==> src/rtl/mdio_slave_pkg.sv <==
package mdio_slave_pkg;

    typedef enum logic [3:0] {
        ST_IDLE,
        ST_SFD,
        ST_OPC,
        ST_PHYA,
        ST_REGA,
        ST_TURN,
        ST_WDATA,
        ST_RDATA,
        ST_SKIP
    } mdio_st_e;

    localparam logic [1:0] OPC_RD = 2'b10;
    localparam logic [1:0] OPC_WR = 2'b01;

endpackage

==> src/rtl/mdio_regfile.sv <==
module mdio_regfile #(
    parameter int AW       = 5,
    parameter int DW       = 16,
    parameter int NSCR     = 4,
    parameter int SCR_BASE = 16,
    parameter bit SUPP_CAP = 1'b1,
    parameter int SUPP_BIT = 6
) (
    input  logic          mdc,
    input  logic          rst_n,
    input  logic [AW-1:0] addr,
    input  logic          wr_en,
    input  logic [DW-1:0] wr_data,
    output logic [DW-1:0] rd_data,
    output logic          supp_en
);

    localparam logic [AW-1:0] ADR_CTRL = AW'(0);
    localparam logic [AW-1:0] ADR_STAT = AW'(1);
    localparam logic [DW-1:0] STAT_VAL = SUPP_CAP ? (DW'(1) << SUPP_BIT) : '0;

    logic [DW-1:0] ctrl_q;
    logic [DW-1:0] scr_q [NSCR];

    always_ff @(posedge mdc or negedge rst_n) begin
        if (!rst_n) begin
            ctrl_q <= '0;
        end else if (wr_en && addr == ADR_CTRL) begin
            ctrl_q <= wr_data;
        end
    end

    for (genvar g = 0; g < NSCR; g++) begin : g_scr
        localparam logic [AW-1:0] SA = AW'(SCR_BASE + g);
        always_ff @(posedge mdc or negedge rst_n) begin
            if (!rst_n) begin
                scr_q[g] <= '0;
            end else if (wr_en && addr == SA) begin
                scr_q[g] <= wr_data;
            end
        end
    end

    always_comb begin
        rd_data = '0;
        if (addr == ADR_CTRL) begin
            rd_data = ctrl_q;
        end else if (addr == ADR_STAT) begin
            rd_data = STAT_VAL;
        end
        for (int i = 0; i < NSCR; i++) begin
            if (addr == AW'(SCR_BASE + i)) begin
                rd_data = scr_q[i];
            end
        end
    end

    assign supp_en = SUPP_CAP & ctrl_q[SUPP_BIT];

    // control register changes only through a write aimed at it
    p_ctrl_hold_r7: assert property (@(posedge mdc) disable iff (!rst_n)
        !(wr_en && addr == ADR_CTRL) |=> $stable(ctrl_q));

endmodule

==> src/rtl/mdio_frame_fsm.sv <==
module mdio_frame_fsm
    import mdio_slave_pkg::*;
#(
    parameter int AW      = 5,
    parameter int DW      = 16,
    parameter int PRE_LEN = 32
) (
    input  logic          mdc,
    input  logic          rst_n,
    input  logic          mdio_i,
    input  logic [AW-1:0] phy_addr_cfg,
    input  logic          supp_en,
    input  logic [DW-1:0] rd_data,
    output logic [AW-1:0] reg_addr,
    output logic          wr_en,
    output logic [DW-1:0] wr_data,
    output logic          mdio_o,
    output logic          mdio_oe
);

    localparam int CW  = $clog2(PRE_LEN + 1);
    localparam int BCW = $clog2(DW + 2);
    localparam logic [CW-1:0]  PRE_FULL  = CW'(PRE_LEN);
    localparam logic [BCW-1:0] AD_LAST   = BCW'(AW - 1);
    localparam logic [BCW-1:0] DAT_LAST  = BCW'(DW - 1);
    localparam logic [BCW-1:0] SKIP_LAST = BCW'(DW + 1);

    mdio_st_e       state, nxt;
    logic [CW-1:0]  pre_cnt;
    logic [BCW-1:0] bit_cnt;
    logic           had_frame;
    logic [1:0]     op_q;
    logic [AW-1:0]  phy_sh;
    logic [AW-1:0]  reg_sh;
    logic           phy_hit;
    logic [DW-1:0]  wsh;
    logic [DW:0]    tx;
    logic           pre_ok;
    logic           frame_done;

    assign pre_ok = (pre_cnt >= PRE_FULL) ||
                    (supp_en && had_frame && pre_cnt != '0);

    assign frame_done = ((state == ST_WDATA || state == ST_RDATA) && bit_cnt == DAT_LAST) ||
                        (state == ST_SKIP && bit_cnt == SKIP_LAST);

    // next-state decode
    always_comb begin
        nxt = state;
        unique case (state)
            ST_IDLE:  if (!mdio_i && pre_ok) nxt = ST_SFD;
            ST_SFD:   nxt = mdio_i ? ST_OPC : ST_IDLE;
            ST_OPC:   if (bit_cnt[0]) nxt = (op_q[0] != mdio_i) ? ST_PHYA : ST_IDLE;
            ST_PHYA:  if (bit_cnt == AD_LAST) nxt = ST_REGA;
            ST_REGA:  if (bit_cnt == AD_LAST) nxt = phy_hit ? ST_TURN : ST_SKIP;
            ST_TURN:  if (bit_cnt[0]) nxt = (op_q == OPC_RD) ? ST_RDATA : ST_WDATA;
            ST_WDATA: if (bit_cnt == DAT_LAST) nxt = ST_IDLE;
            ST_RDATA: if (bit_cnt == DAT_LAST) nxt = ST_IDLE;
            ST_SKIP:  if (bit_cnt == SKIP_LAST) nxt = ST_IDLE;
            default:  nxt = ST_IDLE;
        endcase
    end

    // state register
    always_ff @(posedge mdc or negedge rst_n) begin
        if (!rst_n) state <= ST_IDLE;
        else        state <= nxt;
    end

    // frame datapath
    always_ff @(posedge mdc or negedge rst_n) begin
        if (!rst_n) begin
            pre_cnt   <= '0;
            bit_cnt   <= '0;
            had_frame <= 1'b0;
            op_q      <= '0;
            phy_sh    <= '0;
            reg_sh    <= '0;
            phy_hit   <= 1'b0;
            wsh       <= '0;
        end else begin
            bit_cnt <= (nxt != state) ? '0 : bit_cnt + 1'b1;
            if (state == ST_IDLE && mdio_i) begin
                if (pre_cnt != PRE_FULL) pre_cnt <= pre_cnt + 1'b1;
            end else begin
                pre_cnt <= '0;
            end
            if (frame_done) had_frame <= 1'b1;
            if (state == ST_OPC) op_q <= {op_q[0], mdio_i};
            if (state == ST_PHYA) begin
                phy_sh <= {phy_sh[AW-2:0], mdio_i};
                if (bit_cnt == AD_LAST)
                    phy_hit <= ({phy_sh[AW-2:0], mdio_i} == phy_addr_cfg);
            end
            if (state == ST_REGA)  reg_sh <= {reg_sh[AW-2:0], mdio_i};
            if (state == ST_WDATA) wsh    <= {wsh[DW-2:0], mdio_i};
        end
    end

    assign reg_addr = reg_sh;
    assign wr_en    = (state == ST_WDATA) && (bit_cnt == DAT_LAST);
    assign wr_data  = {wsh[DW-2:0], mdio_i};

    // output process: line driver
    always_ff @(posedge mdc or negedge rst_n) begin
        if (!rst_n) begin
            mdio_oe <= 1'b0;
            tx      <= '0;
        end else if (state == ST_TURN && bit_cnt == '0 && op_q == OPC_RD) begin
            mdio_oe <= 1'b1;
            tx      <= {1'b0, rd_data};
        end else if (state == ST_RDATA && bit_cnt == DAT_LAST) begin
            mdio_oe <= 1'b0;
            tx      <= '0;
        end else if (mdio_oe) begin
            tx      <= {tx[DW-1:0], 1'b0};
        end
    end

    assign mdio_o = tx[DW];

    // the line is free whenever the decoder is waiting for a frame
    p_idle_quiet_r5: assert property (@(posedge mdc) disable iff (!rst_n)
        (state == ST_IDLE) |-> !mdio_oe);

    // the responder's turnaround bit is a zero
    p_ta_low_r5: assert property (@(posedge mdc) disable iff (!rst_n)
        (mdio_oe && state == ST_TURN) |-> !mdio_o);

    // release right after the last data bit
    p_release_r5: assert property (@(posedge mdc) disable iff (!rst_n)
        (state == ST_RDATA && bit_cnt == DAT_LAST) |=> !mdio_oe);

    // a foreign frame never gets the driver
    p_skip_silent_r4: assert property (@(posedge mdc) disable iff (!rst_n)
        (state == ST_SKIP) |-> !mdio_oe);

    // equal opcode bits abandon the frame
    p_bad_opc_r3: assert property (@(posedge mdc) disable iff (!rst_n)
        (state == ST_OPC && bit_cnt[0] && op_q[0] == mdio_i) |=> (state == ST_IDLE));

    // a store only follows a matching address
    p_wr_hit_r6: assert property (@(posedge mdc) disable iff (!rst_n)
        wr_en |-> phy_hit);

endmodule

==> src/rtl/mdio_slave.sv <==
module mdio_slave #(
    parameter int AW       = 5,
    parameter int DW       = 16,
    parameter int PRE_LEN  = 32,
    parameter int NSCR     = 4,
    parameter int SCR_BASE = 16,
    parameter bit SUPP_CAP = 1'b1,
    parameter int SUPP_BIT = 6
) (
    input  logic          mdc,
    input  logic          rst_n,
    input  logic          mdio_i,
    input  logic [AW-1:0] phy_addr_cfg,
    output logic          mdio_o,
    output logic          mdio_oe
);

    logic [AW-1:0] reg_addr;
    logic          wr_en;
    logic [DW-1:0] wr_data;
    logic [DW-1:0] rd_data;
    logic          supp_en;

    mdio_frame_fsm #(
        .AW      (AW),
        .DW      (DW),
        .PRE_LEN (PRE_LEN)
    ) u_fsm (
        .mdc          (mdc),
        .rst_n        (rst_n),
        .mdio_i       (mdio_i),
        .phy_addr_cfg (phy_addr_cfg),
        .supp_en      (supp_en),
        .rd_data      (rd_data),
        .reg_addr     (reg_addr),
        .wr_en        (wr_en),
        .wr_data      (wr_data),
        .mdio_o       (mdio_o),
        .mdio_oe      (mdio_oe)
    );

    mdio_regfile #(
        .AW       (AW),
        .DW       (DW),
        .NSCR     (NSCR),
        .SCR_BASE (SCR_BASE),
        .SUPP_CAP (SUPP_CAP),
        .SUPP_BIT (SUPP_BIT)
    ) u_regs (
        .mdc     (mdc),
        .rst_n   (rst_n),
        .addr    (reg_addr),
        .wr_en   (wr_en),
        .wr_data (wr_data),
        .rd_data (rd_data),
        .supp_en (supp_en)
    );

endmodule

==> config.mk <==
export PLATFORM = sky130hd
export DESIGN_NAME = mdio_slave
export DESIGN_NICKNAME = d
export VERILOG_FILES = /design/src/rtl/mdio_slave_pkg.sv /design/src/rtl/mdio_regfile.sv /design/src/rtl/mdio_frame_fsm.sv /design/src/rtl/mdio_slave.sv
export SDC_FILE = /design/constraint.sdc
export NUM_CORES = 1
export LEC_CHECK = 0
export ABC_CLOCK_PERIOD_IN_PS = 2390
export BUFFER_PORTS_ARGS = -buffer_cell sky130_fd_sc_hd__buf_4
export CAP_MARGIN = 25
export CORE_MARGIN = 2
export CORE_UTILIZATION = 57
export DETAILED_ROUTE_END_ITERATION = 10
export PLACE_DENSITY = 0.76
export SETUP_SLACK_MARGIN = 0.3
export SYNTH_ARGS = -nofsm -noshare
export SYNTH_HDL_FRONTEND = slang
export SYNTH_HIERARCHICAL = 1
export SYNTH_SLANG_ARGS = --single-unit
==> constraint.sdc <==
create_clock -name mdc -period 2.39 [get_ports mdc]
set_input_delay 0.478 -clock mdc [delete_from_list [all_inputs] [get_ports mdc]]
set_output_delay 0.478 -clock mdc [all_outputs]
set_load 0.01 [all_outputs]
==> Word-level counts from Yosys, hierarchy flattened <==
Cells that the tools add are included.
{ "word_totals": {"register_bits": 141, "latchBits": 0, "ram_bits": 0, "mem_bits_ro": 0, "word_cells": 94, "memories": 0} }
{ "op_classes": {"n_addsub": 2, "n_mul": 0, "div_mod_pow": 0, "n_lt_le_gt_ge": 1, "n_eq_ne": 22, "shift": 0, "mux": 26, "n_bitwise": 0, "n_reduce_logical": 27} }
{ "ops": {"columns": ["op", "n"], "rows": [
  ["16-bit 2-to-1 mux", 5],
  ["17-bit 2-to-1 mux", 3],
  ["4-bit 2-to-1 mux", 8],
  ["4-bit one-hot mux with 8 select lines", 1],
  ["5-bit equality test, second input constant", 5],
  ["4-bit by 3-bit equality test with 1-bit output, second input constant", 4],
  ["1-bit logical AND", 15],
  ["6-bit 2-to-1 mux", 2],
  ["5-bit zero test", 2],
  ["4-bit by 2-bit equality test with 1-bit output, second input constant", 2],
  ["7-bit 2-to-1 mux", 1],
  ["6-bit by 1-bit adder with 6-bit output, second input constant", 1],
  ["6-bit >= comparator, second input constant", 1],
  ["6-bit inequality test, second input constant", 1],
  ["6-bit nonzero test", 1],
  ["5-bit by 1-bit adder with 5-bit output, second input constant", 1],
  ["5-bit by 1-bit equality test with 1-bit output, second input constant", 1],
  ["5-bit by 3-bit equality test with 1-bit output, second input constant", 1],
  ["5-bit by 4-bit equality test with 1-bit output, second input constant", 1],
  ["5-bit equality test", 1],
  ["5-bit 2-to-1 mux", 1],
  ["4-bit by 1-bit equality test with 1-bit output, second input constant", 1],
  ["4-bit equality test, second input constant", 1],
  ["4-bit zero test", 1],
  ["12 further kinds", 17]
]} }

==> Logic depth before layout (Yosys ltp) <==
Gate-level depths: netlist (run 1).
{ "logic_depth": {"word_depth": 8, "depth_mapped": 10} }

==> Modules after synthesis <==
The synthesis (run 1) kept the hierarchy.
{ "by_module_without_submodules": {"columns": ["mod", "n_inst", "cells_each", "area_per_inst_um2", "seq_area_each_um2"], "rows": [
  ["mdio_regfile", 1, 308, 3786.1, 2001.9],
  ["mdio_frame_fsm", 1, 267, 2962.8, 1526.5]
]} }

==> Worst setup path after synthesis (run 1) <==
OpenSTA, ideal clock, no wires.
{ "synth_path": {"path_kind": "register -> register", "startpoint": "register u_fsm.bit_cnt[0]", "endpoint": "register u_regs/scr_q[37] (netlist name)", "setup_time_ps": 125, "arrival_time_ps": 2511, "slack_ps": -246, "stages_incl_launch_ff": 11, "n_path_buf": 2, "period_less_slack_ps": 2636, "cell_sequence": "dfrtp_1 > ha_1 > and3_1 > ha_1 > inv_1 > nor3_1 > nor4b_4 > and2b_1 > buf_4 > buf_6 > mux2_2"} }
{ "synth_between": {"elab_chain_cells": 3} }
{ "synth_rtl": {"columns": ["element", "line", "rtl"], "rows": [
  ["start, declared", "mdio_frame_fsm.sv:30", "logic [BCW-1:0] bit_cnt;"],
  ["start signal, assigned", "mdio_frame_fsm.sv:82", "bit_cnt <= (nxt != state) ? '0 : bit_cnt + 1'b1;"],
  ["5-bit by 4-bit equality test with 1-bit output", "mdio_frame_fsm.sv:101", "assign wr_en = (state == ST_WDATA) && (bit_cnt == DAT_LAST);"],
  ["1-bit logical AND", "mdio_frame_fsm.sv:101", null],
  ["via wr_en", "mdio_slave.sv:19", "logic wr_en;"],
  ["1-bit logical AND", "mdio_regfile.sv:38", "end else if (wr_en && addr == SA) begin"],
  ["end signal, assigned by index", "mdio_regfile.sv:39", "scr_q[g] <= wr_data;"],
  ["end, declared", "mdio_regfile.sv:23", "logic [DW-1:0] scr_q [NSCR];"]
]} }
The timed path passes the listed nets, and every way through them passes these cells.
A chain may end at the register's enable or synchronous reset.

==> Worst setup path in the final report (run 1) <==
Same ends and word-level chain as after synthesis.

==> run summary, run 1 <==
STATUS
------------------------------------------------------------------------------------------------------
Outcome .................................................................................    completed

SYNTH
------------------------------------------------------------------------------------------------------
Sequential-to-total area share from yosys stat ..........................................        52.3%
Number of different library cells in the post-synthesis netlist .........................           57
Most used flip-flop cell after synthesis ................................................      dfrtp_1
Post-Syn Instances ......................................................................          575
Synth Register Bits .....................................................................          141
Average size of a mapped cell ...........................................................     11.7 um2
Syn Std Cell Area .......................................................................     6750 um2
Post-synth ARST share ...................................................................         100%
Syn nets ................................................................................          589
Warnings from Yosys .....................................................................            6
Number of flops mapped to enable cells by yosys .........................................            0

FINAL LAYOUT
------------------------------------------------------------------------------------------------------
Area growth from synthesis to layout ....................................................        21.2%
Cell area after layout ..................................................................     8180 um2
Net count, final ........................................................................          633
Core Util, Final ........................................................................        71.3%
Fraction of layout instances using a drive strength above 1 .............................        37.0%
Filler cell count .......................................................................          723
Non-filler instance count after layout ..................................................          775
Count of inserted antenna diode cells ...................................................            0

STA
------------------------------------------------------------------------------------------------------
Relative slew margins ...................................................................        43.7%
Slew at the pin with the worst max-slew slack ...........................................       845 ps
Hold violation count in the final report ................................................            0
Count of pins over their slew limit .....................................................            0
Number of endpoints failing setup at the final stage ....................................            0
Share of the clock period used by the worst path after layout ...........................        92.7%
Min Tclk post-route .....................................................................      2220 ps
Fin worst setup slack ...................................................................       174 ps
Setup repair after global routing missed its margin .....................................         true
Fin Clk Skew ............................................................................      5.79 ps
Maximum operating frequency .............................................................      451 MHz

DRT
------------------------------------------------------------------------------------------------------
DRC errors left .........................................................................            0
Antenna violation net count after detailed routing ......................................            0
Wire length per cell ....................................................................      21.1 um
Via density per instance ................................................................         6.32
First-pass iteration count of the detailed router .......................................            5
Routed vias .............................................................................         4895
Post-Route WL ...........................................................................     16400 um
Number of DRC markers in iteration 0 ....................................................          507

SETUP PATH
------------------------------------------------------------------------------------------------------
Endpoint of the worst-slack reg-to-reg timing path ...................................... u_regs/scr_q[37]
Cell family with the largest share of critical-path delay ............................... simple AND/OR/NAND/NOR gates
Kind of critical path ...................................................................      reg2reg
Endpoint required time on the critical path .............................................      2690 ps
Sort of element at the end of the critical path .........................................     register
Worst path bufs/invs ....................................................................            2
CP cell instances ....................................................................... ha_2 -> and3_4 -> ha_4 -> inv_2 -> nor3_4 -> nor4b_4 -> and2b_2 -> clkbuf_16 -> mux2_4
R2R setup slack .........................................................................       170 ps
Critical path launch point type .........................................................     register
Critical path's largest stage delay .....................................................       360 ps
Worst r2r path cells ....................................................................            9
Critical Path Fanout Max ................................................................            8
Cell with the largest stage delay on the worst path .....................................      dfrtp_1
Startpoint of the worst register-to-register path ....................................... u_fsm/bit_cnt[0]
Worst setup endpoint .................................................................... u_regs/scr_q[37]
Path length in cells of the critical path ...............................................            9
Source of the critical timing path ...................................................... u_fsm/bit_cnt[0]
Worst EP arrival ........................................................................      2520 ps

DIE
------------------------------------------------------------------------------------------------------
Die area ................................................................................    12700 um2
Height of the die .......................................................................       113 um
Die span in x ...........................................................................       113 um
Core region area ........................................................................    11500 um2
Number of core rows .....................................................................           39
I/O Pins ................................................................................           10
Initial standard-cell utilization of the core ...........................................        58.9%

CTS
------------------------------------------------------------------------------------------------------
Total CTS buffers .......................................................................           17
Num Clock Sinks .........................................................................          141
Clock latency at the later pin of the worst-skew pair ...................................       420 ps
CTS tree ................................................................................         done
Root buffer cell ........................................................................    clkbuf_16
Buffers from clock root to sink, at most ................................................            2
Clock transition at the register clock pins on the worst setup and hold paths after CTS .        60 ps
H-tree depth ............................................................................            4

POWER AND IR DROP
------------------------------------------------------------------------------------------------------
Power density over the cells ............................................................   756 nW/um2
Power consumption .......................................................................      6.18 mW
Share of power burned in registers ......................................................        41.3%
Leakage .................................................................................      3.81 nW
Internal power summed over all cells ....................................................      4.65 mW
Clock power share .......................................................................        44.8%
Proportion of power drawn by combinational gates ........................................        13.9%
Switching share of power ................................................................        24.8%
Switching power .........................................................................      1.53 mW
Worst IR Drop VDD .......................................................................       796 uV

PLACE
------------------------------------------------------------------------------------------------------
Area after DPL ..........................................................................     7150 um2
Cell total after placement ..............................................................          727
Worst slack after detailed placement ....................................................      35.6 ps
Final weighted congestion of routability-driven global placement ........................        0.870
Buffers on Ports ........................................................................            9
Sum of net half-perimeters after detailed placement .....................................      9780 um

GRT
------------------------------------------------------------------------------------------------------
Antenna violations before repair ........................................................            0
Largest net degree at the start of global routing .......................................           60
Total congestion overflow after global routing ..........................................            0
Total track usage .......................................................................        26.5%
Via count of the first global-routing pass ..............................................         5006
Global-route wire length before repair ..................................................     26100 um

JOB
------------------------------------------------------------------------------------------------------
Max_cap viols ...........................................................................            0

WORST HOLD PATH
------------------------------------------------------------------------------------------------------
Class of the worst hold path ............................................................       in2reg

## sequential cells by signal, indices dropped and copies added, names as in the netlist, 2 cells and up
register	flops
u_regs/ctrl_q	16
u_fsm/bit_cnt	5
u_fsm/pre_cnt	6
u_fsm/phy_sh	4
u_fsm/wsh	15
u_regs/scr_q	64
u_fsm/state	4
u_fsm/op_q	2
u_fsm/tx	17
u_fsm/reg_addr	5
## layer usage
metal	part of all wire [%]	GRT usage (%)	vias to the layer above
met5	0	0	-
met2	48	41.3	171
li1	-	-	2179
met1	44	36.8	2524
met4	1.2	8.05	0
met3	6.6	7.18	21
## cell usage after synthesis (all sizes together), types with 6 or more instances
library cell / instances / area [um2]
clkbuf: 10 / 37.5
inv: 15 / 56.3
a2bb2oi: 16 / 140
nand2: 40 / 165
nand4: 6 / 50.0
nor4b: 8 / 106
a211o: 14 / 123
nor3: 6 / 41.3
buf: 21 / 151
mux2: 104 / 1170
a21oi: 32 / 171
o21ai: 63 / 315
nor2: 30 / 120
ha: 6 / 75.1
dfrtp: 141 / 3530
nand3: 10 / 55.1
xor2: 7 / 61.3
## worst min-delay path by stage
stage | start | cells after the start | to
after floorplan | rst_n | 0 | u_fsm/bit_cnt[0]
after global placement | rst_n | 1 | u_fsm/state[2]
after detailed placement | rst_n | 1 | u_fsm/state[2]
after CTS | phy_addr_cfg[0] | 4 | u_fsm/phy_hit
after global routing | mdio_i | 3 | u_fsm/phy_sh[0]
final | phy_addr_cfg[0] | 4 | u_fsm/phy_hit
## power groups by stage
stage | logic (mW) | registers [mW] | clock network (mW)
after floorplan | 0.383 | 2.58 | 0
after CTS | 0.717 | 2.55 | 2.81
after global placement | 0.568 | 2.58 | 0
final | 0.859 | 2.55 | 2.77
after detailed placement | 0.603 | 2.59 | 0
after global routing | 0.930 | 2.56 | 2.93
## timing repair
item	4_1_cts	5_1_grt
endpoints found under the setup margin	59	96
pin swaps	7	12
hold buffers	1	0
buffers inserted	6	7
hold endpoints to repair	38	0
resized for setup	31	28
cloned	2	0
## cell type report
class                   count  area, um2  share of cell area [%]
inverters                  15       56.3                   0.688
well taps                 143        179                    2.19
flip-flops and latches    141       3530                    43.2
clock inverters            13        191                    2.34
multi-input cells         388       3280                    40.1
clock buffers              19        433                    5.29
repair buffers             56        512                    6.25
## logic make-up after synthesis
kind of cell	share of synthesized area [%]
xor gates and xnor gates	1.56
adders and majority gates	1.11
and+or+nand+nor	11.2
buffers and inverters	3.63
DFF	52.3
muxes	17.6
AOI/OAI and AO/OA	12.6
## through the flow
stage          setup TNS [ps]  hold slack (ps)
2_1_floorplan           -9.91              182
3_3_place_gp                0              405
3_5_place_dp                0              408
4_1_cts                     0              373
5_1_grt                     0              409
6_report                    0              398
## worst reg2reg max path: cells and delay by family (launching register included)
family	cells	cell delay, ps
fa+ha+maj	2	320
mux	1	300
simple gates	4	880
flops	1	360
buf+inv	2	240
## cells in the final DEF (no fill, tap or decap), types with 4 or more instances in the layout
master and count:
mux2_2 82, inv_1 13, mux2_4 19, a21oi_2 4, bufinv_16 4, dfrtp_2 4
nor2_1 28, o21ai_0 63, xnor2_1 5, nand2_1 36, buf_4 43, nor4b_4 6
nand3_1 9, clkbuf_16 18, clkinv_4 4, a211o_1 14, a21oi_1 27, nor3_1 4
dfrtp_1 137, xor2_1 7, nand4_1 4, a2bb2oi_1 15, buf_6 7
Note: power is estimated with default switching activity, not from simulation.
==> inputs of run 2 (changes only) <==
Settings changed: BUFFER_PORTS_ARGS -buffer_cell sky130_fd_sc_hd__buf_4 to unset, DONT_BUFFER_PORTS set to 1, PLACE_DENSITY 0.76 to 0.75.
==> run summary, run 2 (synthesis results as in run 1) <==
STATUS
------------------------------------------------------------------------------------------------------
Outcome ................................................................................. finished, violations left
Violated checks .........................................................................  hold timing

FINAL LAYOUT
------------------------------------------------------------------------------------------------------
Filler cell count .......................................................................          790   +9.3%
Fraction of layout instances using a drive strength above 1 .............................        34.6%   -2.4 points
Cell area after layout ..................................................................     8050 um2   -1.6%
Area of combinational cells with multiple inputs ........................................     3240 um2   -1.1%
Registers with the most flip-flops ...................................................... u_regs/scr_q: 64 flops, u_fsm/tx: 17 flops, u_regs/ctrl_q: 16 flops
Net count, final ........................................................................          622   -1.7%
Sequential cell area in the final layout ................................................     3530 um2   about the same
Most common cell after layout, fill and taps aside ......................................      dfrtp_1
Leading cell types in the layout, fill and taps excluded ................................ dfrtp_1, mux2_2, o21ai_0
Core Util, Final ........................................................................        70.2%   -1.1 points
Area growth from synthesis to layout ....................................................        19.3%
Largest register FFs ....................................................................           64   unchanged
Register with the most flip-flops ....................................................... u_regs/scr_q
Count of inserted antenna diode cells ...................................................            0   unchanged

STA
------------------------------------------------------------------------------------------------------
Setup_tns ...............................................................................         0 ps   unchanged
Min Tclk post-route .....................................................................      2210 ps   -9.52 ps
Fin Clk Skew ............................................................................      7.99 ps   +2.20 ps
Slew at the pin with the worst max-slew slack ...........................................       758 ps   -86.3 ps
Final Hold Slack ........................................................................      -256 ps   -654 ps
Relative slew margins ...................................................................        49.4%   +5.8 points
Number of endpoints failing setup at the final stage ....................................            0   unchanged
Count of pins over their slew limit .....................................................            0   unchanged
Hold violation count in the final report ................................................          141   +141
Maximum operating frequency .............................................................      453 MHz   +0.43%
Share of the clock period used by the worst path after layout ...........................        92.3%   -0.40 points
Setup repair after global routing missed its margin .....................................         true
Fin worst setup slack ...................................................................       183 ps   +9.52 ps

PLACE
------------------------------------------------------------------------------------------------------
Final weighted congestion of routability-driven global placement ........................        0.898   +3.3%
Area after DPL ..........................................................................     7050 um2   -1.5%
Buffers on Ports ........................................................................            0   -9
Sum of net half-perimeters after detailed placement .....................................      9600 um   -1.8%
Worst slack after detailed placement ....................................................      38.7 ps   +3.12 ps

GRT
------------------------------------------------------------------------------------------------------
Total congestion overflow after global routing ..........................................            0   unchanged
Largest net degree at the start of global routing .......................................          142   +140%
Total track usage .......................................................................        26.3%   -0.20 points
Via count of the first global-routing pass ..............................................         4891   -2.3%
Global-route wire length before repair ..................................................     25700 um   -1.6%
Antenna violations before repair ........................................................            0   unchanged

SETUP PATH
------------------------------------------------------------------------------------------------------
Startpoint of the worst register-to-register path ....................................... u_fsm/bit_cnt[1]
Critical path launch point type .........................................................     register
Sort of element at the end of the critical path .........................................     register
Source of the critical timing path ...................................................... u_fsm/bit_cnt[1]
Endpoint required time on the critical path .............................................      2700 ps   about the same
Kind of critical path ...................................................................      reg2reg
Worst EP arrival ........................................................................      2520 ps   about the same
Critical Path Fanout Max ................................................................            8   unchanged

DIE
------------------------------------------------------------------------------------------------------
Height of the die .......................................................................       113 um   unchanged
Initial standard-cell utilization of the core ...........................................        58.9%   unchanged
I/O Pins ................................................................................           10   unchanged
Number of core rows .....................................................................           39   unchanged
Core region area ........................................................................    11500 um2   unchanged
Die span in x ...........................................................................       113 um   unchanged
Die area ................................................................................    12700 um2   unchanged

DRT
------------------------------------------------------------------------------------------------------
DRC errors left .........................................................................            0   unchanged
Via density per instance ................................................................         6.30   -0.20%
Routed vias .............................................................................         4816   -1.6%
Number of DRC markers in iteration 0 ....................................................          535   +5.5%
Post-Route WL ...........................................................................     16300 um   about the same
First-pass iteration count of the detailed router .......................................            5   unchanged
Wire length per cell ....................................................................      21.4 um   +1.3%
Antenna violation net count after detailed routing ......................................            0   unchanged

CTS
------------------------------------------------------------------------------------------------------
Total CTS buffers .......................................................................           17   unchanged
Num Clock Sinks .........................................................................          141   unchanged
Clock latency at the later pin of the worst-skew pair ...................................       430 ps   about the same
Buffers from clock root to sink, at most ................................................            2   unchanged
H-tree depth ............................................................................            4   unchanged
Root buffer cell ........................................................................    clkbuf_16
CTS tree ................................................................................         done
Clock transition at the register clock pins on the worst setup and hold paths after CTS .        60 ps   about the same

POWER AND IR DROP
------------------------------------------------------------------------------------------------------
Worst IR Drop VDD .......................................................................      1010 uV   +27%
Power consumption .......................................................................      6.15 mW   -0.47%
Leakage .................................................................................      3.79 nW   -0.57%
Power density over the cells ............................................................   764 nW/um2   +1.1%

JOB
------------------------------------------------------------------------------------------------------
Max_cap viols ...........................................................................            0   unchanged

WORST HOLD PATH
------------------------------------------------------------------------------------------------------
Class of the worst hold path ............................................................     in2async

[run 2: changes by cell type in the layout (fill, tap and decap cells not counted), sizes merged]
cell,before,now
dlygate4sd3,1,0
bufinv,4,5
clkinvlp,3,2
clkbuf,20,23
buf,54,41
nand2,40,42
inv,16,15
clkinv,5,4
[run 2: final cells by class]
type / instances / share of cell area, %
Inverter: 15 / 0.730
Clock buffer: 21 / 5.72
Sequential cell: 141 / 43.9
Multi-Input combinational cell: 390 / 40.2
Clock inverter: 11 / 2.35
Timing Repair Buffer: 43 / 4.88
Tap cell: 143 / 2.22
[run 2: final timing paths]
path                       slack [ps]                to  cells after the start
max in group asynchronous        2450  u_regs/scr_q[59]                      0
setup reg to reg                  180  u_regs/scr_q[38]                      9
hold reg to reg                   500  u_regs/scr_q[19]                      1
setup / recovery                  180  u_regs/scr_q[38]                      9
min in group mdc                  170   u_fsm/phy_sh[0]                      2
hold / removal                   -260   u_fsm/phy_sh[2]                      0
[run 2: what timing repair did]
action                                  CTS  global route
pin swaps                                 5             4
gates cloned                              1             3
buffers inserted                          5             6
endpoints found under the setup margin   71            88
hold endpoints to repair                141           141
gates resized for setup                  19            25
[run 2: where the power goes]
group          total [mW]  switching (mW)  internal, mW
combinational       0.718           0.360         0.358
clock                2.89           0.986          1.90
sequential           2.55          0.0771          2.47
[run 2: worst max-delay path: stages (launching register included)]
cell,delay (ps)
dfrtp_1,370
ha_2,190
and3_4,180
ha_4,140
inv_4,40
nor3_4,130
nor4b_4,270
and2b_2,270
clkbuf_16,190
mux2_4,300
[run 2: through the flow]
stage,instances,hold WS (ps)
after floorplan,575,182
after global placement,717,185
after detailed placement,717,187
after CTS,755,-273
after global routing,764,-281
final,764,-256
[run 2: routing by layer]
| metal | GRT usage (%) | routed length, um | vias up | share of wire [%] |
|---|---|---|---|---|
| met3 | 7.87 | 891 | 33 | 5.5 |
| met1 | 37.3 | 7420 | 2478 | 45 |
| met4 | 7.56 | 296 | 0 | 1.8 |
| li1 | - | - | 2152 | - |
| met5 | 0 | 0 | - | 0 |
| met2 | 39.8 | 7730 | 153 | 47 |
==> inputs of run 3 (changes only) <==
Settings changed: CTS_BUF_LIST set to sky130_fd_sc_hd__clkbuf_4 sky130_fd_sc_hd__clkbuf_8 sky130_fd_sc_hd__clkbuf_16.
==> run summary, run 3 (synthesis results as in run 1) <==
SETUP PATH
------------------------------------------------------------------------------------------------------
Critical Path Fanout Max ................................................................            8   unchanged
R2R setup slack .........................................................................       160 ps   -20 ps
Endpoint required time on the critical path .............................................      2700 ps   about the same
Kind of critical path ...................................................................      reg2reg
Worst EP arrival ........................................................................      2540 ps   +20 ps
Source of the critical timing path ...................................................... u_fsm/bit_cnt[1]
Startpoint of the worst register-to-register path ....................................... u_fsm/bit_cnt[1]
Endpoint of the worst-slack reg-to-reg timing path ...................................... u_regs/scr_q[38]
Critical path launch point type .........................................................     register
Sort of element at the end of the critical path .........................................     register
Worst r2r path cells ....................................................................            9   unchanged
Worst setup endpoint .................................................................... u_regs/scr_q[38]

CTS
------------------------------------------------------------------------------------------------------
Buffers from clock root to sink, at most ................................................            2   unchanged
Root buffer cell ........................................................................    clkbuf_16
Total CTS buffers .......................................................................           17   unchanged
CTS tree ................................................................................         done
Clock transition at the register clock pins on the worst setup and hold paths after CTS .        60 ps   about the same
H-tree depth ............................................................................            4   unchanged
Clock latency at the later pin of the worst-skew pair ...................................       430 ps   about the same
Num Clock Sinks .........................................................................          141   unchanged

DRT
------------------------------------------------------------------------------------------------------
Routed vias .............................................................................         4889   +1.5%
DRC errors left .........................................................................            0   unchanged
Antenna violation net count after detailed routing ......................................            0   unchanged
Via density per instance ................................................................         6.40   +1.5%
First-pass iteration count of the detailed router .......................................            7   +2
Wire length per cell ....................................................................      21.7 um   +1.7%
Post-Route WL ...........................................................................     16600 um   +1.7%
Number of DRC markers in iteration 0 ....................................................          583   +9.0%

POWER AND IR DROP
------------------------------------------------------------------------------------------------------
Worst IR Drop VDD .......................................................................      1020 uV   +0.18%
Switching share of power ................................................................        23.1%   about the same
Switching power .........................................................................      1.43 mW   +0.62%
Power density over the cells ............................................................   766 nW/um2   +0.29%
Proportion of power drawn by combinational gates ........................................        11.7%   about the same
Leakage .................................................................................      3.80 nW   +0.22%
Clock power share .......................................................................        47.1%   +0.2 points
Share of power burned in registers ......................................................        41.2%   -0.2 points
Internal power summed over all cells ....................................................      4.75 mW   +0.52%

GRT
------------------------------------------------------------------------------------------------------
Total track usage .......................................................................        26.3%   -0.049 points
Met1 layer usage reported by global route ...............................................        37.2%   -0.10 points
Global-route wire length before repair ..................................................     25700 um   about the same
Largest net degree at the start of global routing .......................................          142   unchanged
Fraction of met2 tracks used by global routing ..........................................        40.5%   +0.64 points
Layer with the highest usage ............................................................         met2
Total congestion overflow after global routing ..........................................            0   unchanged
Antenna violations before repair ........................................................            0   unchanged
Met3 Track Usage GR .....................................................................        6.91%   -0.96 points
Via count of the first global-routing pass ..............................................         4930   +0.80%

PLACE
------------------------------------------------------------------------------------------------------
Final weighted congestion of routability-driven global placement ........................        0.898   unchanged
Sum of net half-perimeters after detailed placement .....................................      9600 um   unchanged
Buffers on Ports ........................................................................            0   unchanged

STA
------------------------------------------------------------------------------------------------------
Hold violation count in the final report ................................................          141   unchanged
Number of endpoints failing setup at the final stage ....................................            0   unchanged
Share of the clock period used by the worst path after layout ...........................        93.2%   +0.83 points
Fin Clk Skew ............................................................................      7.36 ps   -0.633 ps
Min Tclk post-route .....................................................................      2230 ps   +19.8 ps
Count of pins over their slew limit .....................................................            0   unchanged
Setup_tns ...............................................................................         0 ps   unchanged
Slew at the pin with the worst max-slew slack ...........................................       756 ps   -2.58 ps
Maximum operating frequency .............................................................      449 MHz   -0.89%
Relative slew margins ...................................................................        49.6%   +0.17 points
Setup repair after global routing missed its margin .....................................         true
Final Hold Slack ........................................................................      -253 ps   +2.47 ps

FINAL LAYOUT
------------------------------------------------------------------------------------------------------
Most common cell after layout, fill and taps aside ......................................      dfrtp_1
Area growth from synthesis to layout ....................................................        19.6%
Count of inserted antenna diode cells ...................................................            0   unchanged
Fraction of layout instances using a drive strength above 1 .............................        34.9%   +0.32 points
Leading cell types in the layout, fill and taps excluded ................................ dfrtp_1, mux2_2, o21ai_0
Net count, final ........................................................................          622   unchanged
Largest register FFs ....................................................................           64   unchanged
Registers with the most flip-flops ...................................................... u_regs/scr_q: 64 flops, u_fsm/tx: 17 flops, u_regs/ctrl_q: 16 flops
Register with the most flip-flops ....................................................... u_regs/scr_q

DIE
------------------------------------------------------------------------------------------------------
I/O Pins ................................................................................           10   unchanged
Number of core rows .....................................................................           39   unchanged
Die span in x ...........................................................................       113 um   unchanged
Initial standard-cell utilization of the core ...........................................        58.9%   unchanged
Die area ................................................................................    12700 um2   unchanged
Core region area ........................................................................    11500 um2   unchanged
Height of the die .......................................................................       113 um   unchanged

WORST HOLD PATH
------------------------------------------------------------------------------------------------------
Class of the worst hold path ............................................................     in2async

STATUS
------------------------------------------------------------------------------------------------------
Outcome ................................................................................. finished, violations left
Violated checks .........................................................................  hold timing

JOB
------------------------------------------------------------------------------------------------------
Max_cap viols ...........................................................................            0   unchanged

==> run 3: cell counts in the layout (fill, tap and decap cells not counted) <==
No cell type changed its count.
==> run 3: timing repair <==
| item | in CTS | in global routing |
|---|---|---|
| hold endpoints to repair | 141 | 141 |
| setup buffers | 5 | 6 |
| setup endpoints to repair | 70 | 96 |
| cloned | 1 | 3 |
| resized for setup | 18 | 26 |
| pin swaps | 5 | 4 |
==> run 3: worst min-delay path by stage <==
stage / start / to / slack, ps / cells past startpoint
floorplan: rst_n / u_fsm/bit_cnt[0] / 180 / 0
global placement: rst_n / u_fsm/phy_sh[3] / 190 / 0
detailed placement: rst_n / u_fsm/phy_sh[1] / 190 / 0
CTS: rst_n / u_fsm/bit_cnt[2] / -270 / 0
global route: rst_n / u_fsm/op_q[0] / -280 / 0
finish: rst_n / u_fsm/phy_sh[2] / -250 / 0
==> run 3: layout make-up <==
class | instances | area (um2)
multi-input cells | 390 | 3240
flip-flops and latches | 141 | 3530
repair buffers | 43 | 405
well taps | 143 | 179
inverters | 15 | 58.8
clock buffers | 21 | 468
clock inverters | 11 | 189
fillers | 764 | 3400
==> run 3: critical path, cell delays in order (launching register included) <==
cell and delay [ps]:
dfrtp_1 370, ha_2 190, and3_4 180, ha_4 140, inv_4 40, nor3_4 140, nor4b_4 270, and2b_2 270
clkbuf_16 200, mux2_4 300
==> run 3: through the flow <==
stage          area, um2  power [mW]  setup WS (ps)  instances  util [%]
2_1_floorplan       6830        2.96         -0.991        575         -
3_3_place_gp        7050        3.08            119        717      61.4
3_5_place_dp        7050        3.11           38.7        717      61.4
4_1_cts             7840        6.07            206        755      68.4
5_1_grt             8070        6.39           64.1        764      70.4
6_report            8070        6.19            164        764      70.4
==> run 3: power by group through the flow <==
stage | Sequential (mW) | Clock (mW) | Combinational (mW)
global placement | 2.58 | 0 | 0.497
floorplan | 2.58 | 0 | 0.383
detailed placement | 2.59 | 0 | 0.527
global route | 2.56 | 3.06 | 0.779
finish | 2.55 | 2.91 | 0.723
CTS | 2.54 | 2.94 | 0.587
==> run 3: routing by layer <==
layer,routed length (um),share of wire [%],up-vias
met4,312,1.9,0
met2,7880,47,178
li1,-,-,2148
met3,903,5.4,34
met1,7520,45,2529
met5,0,0,-
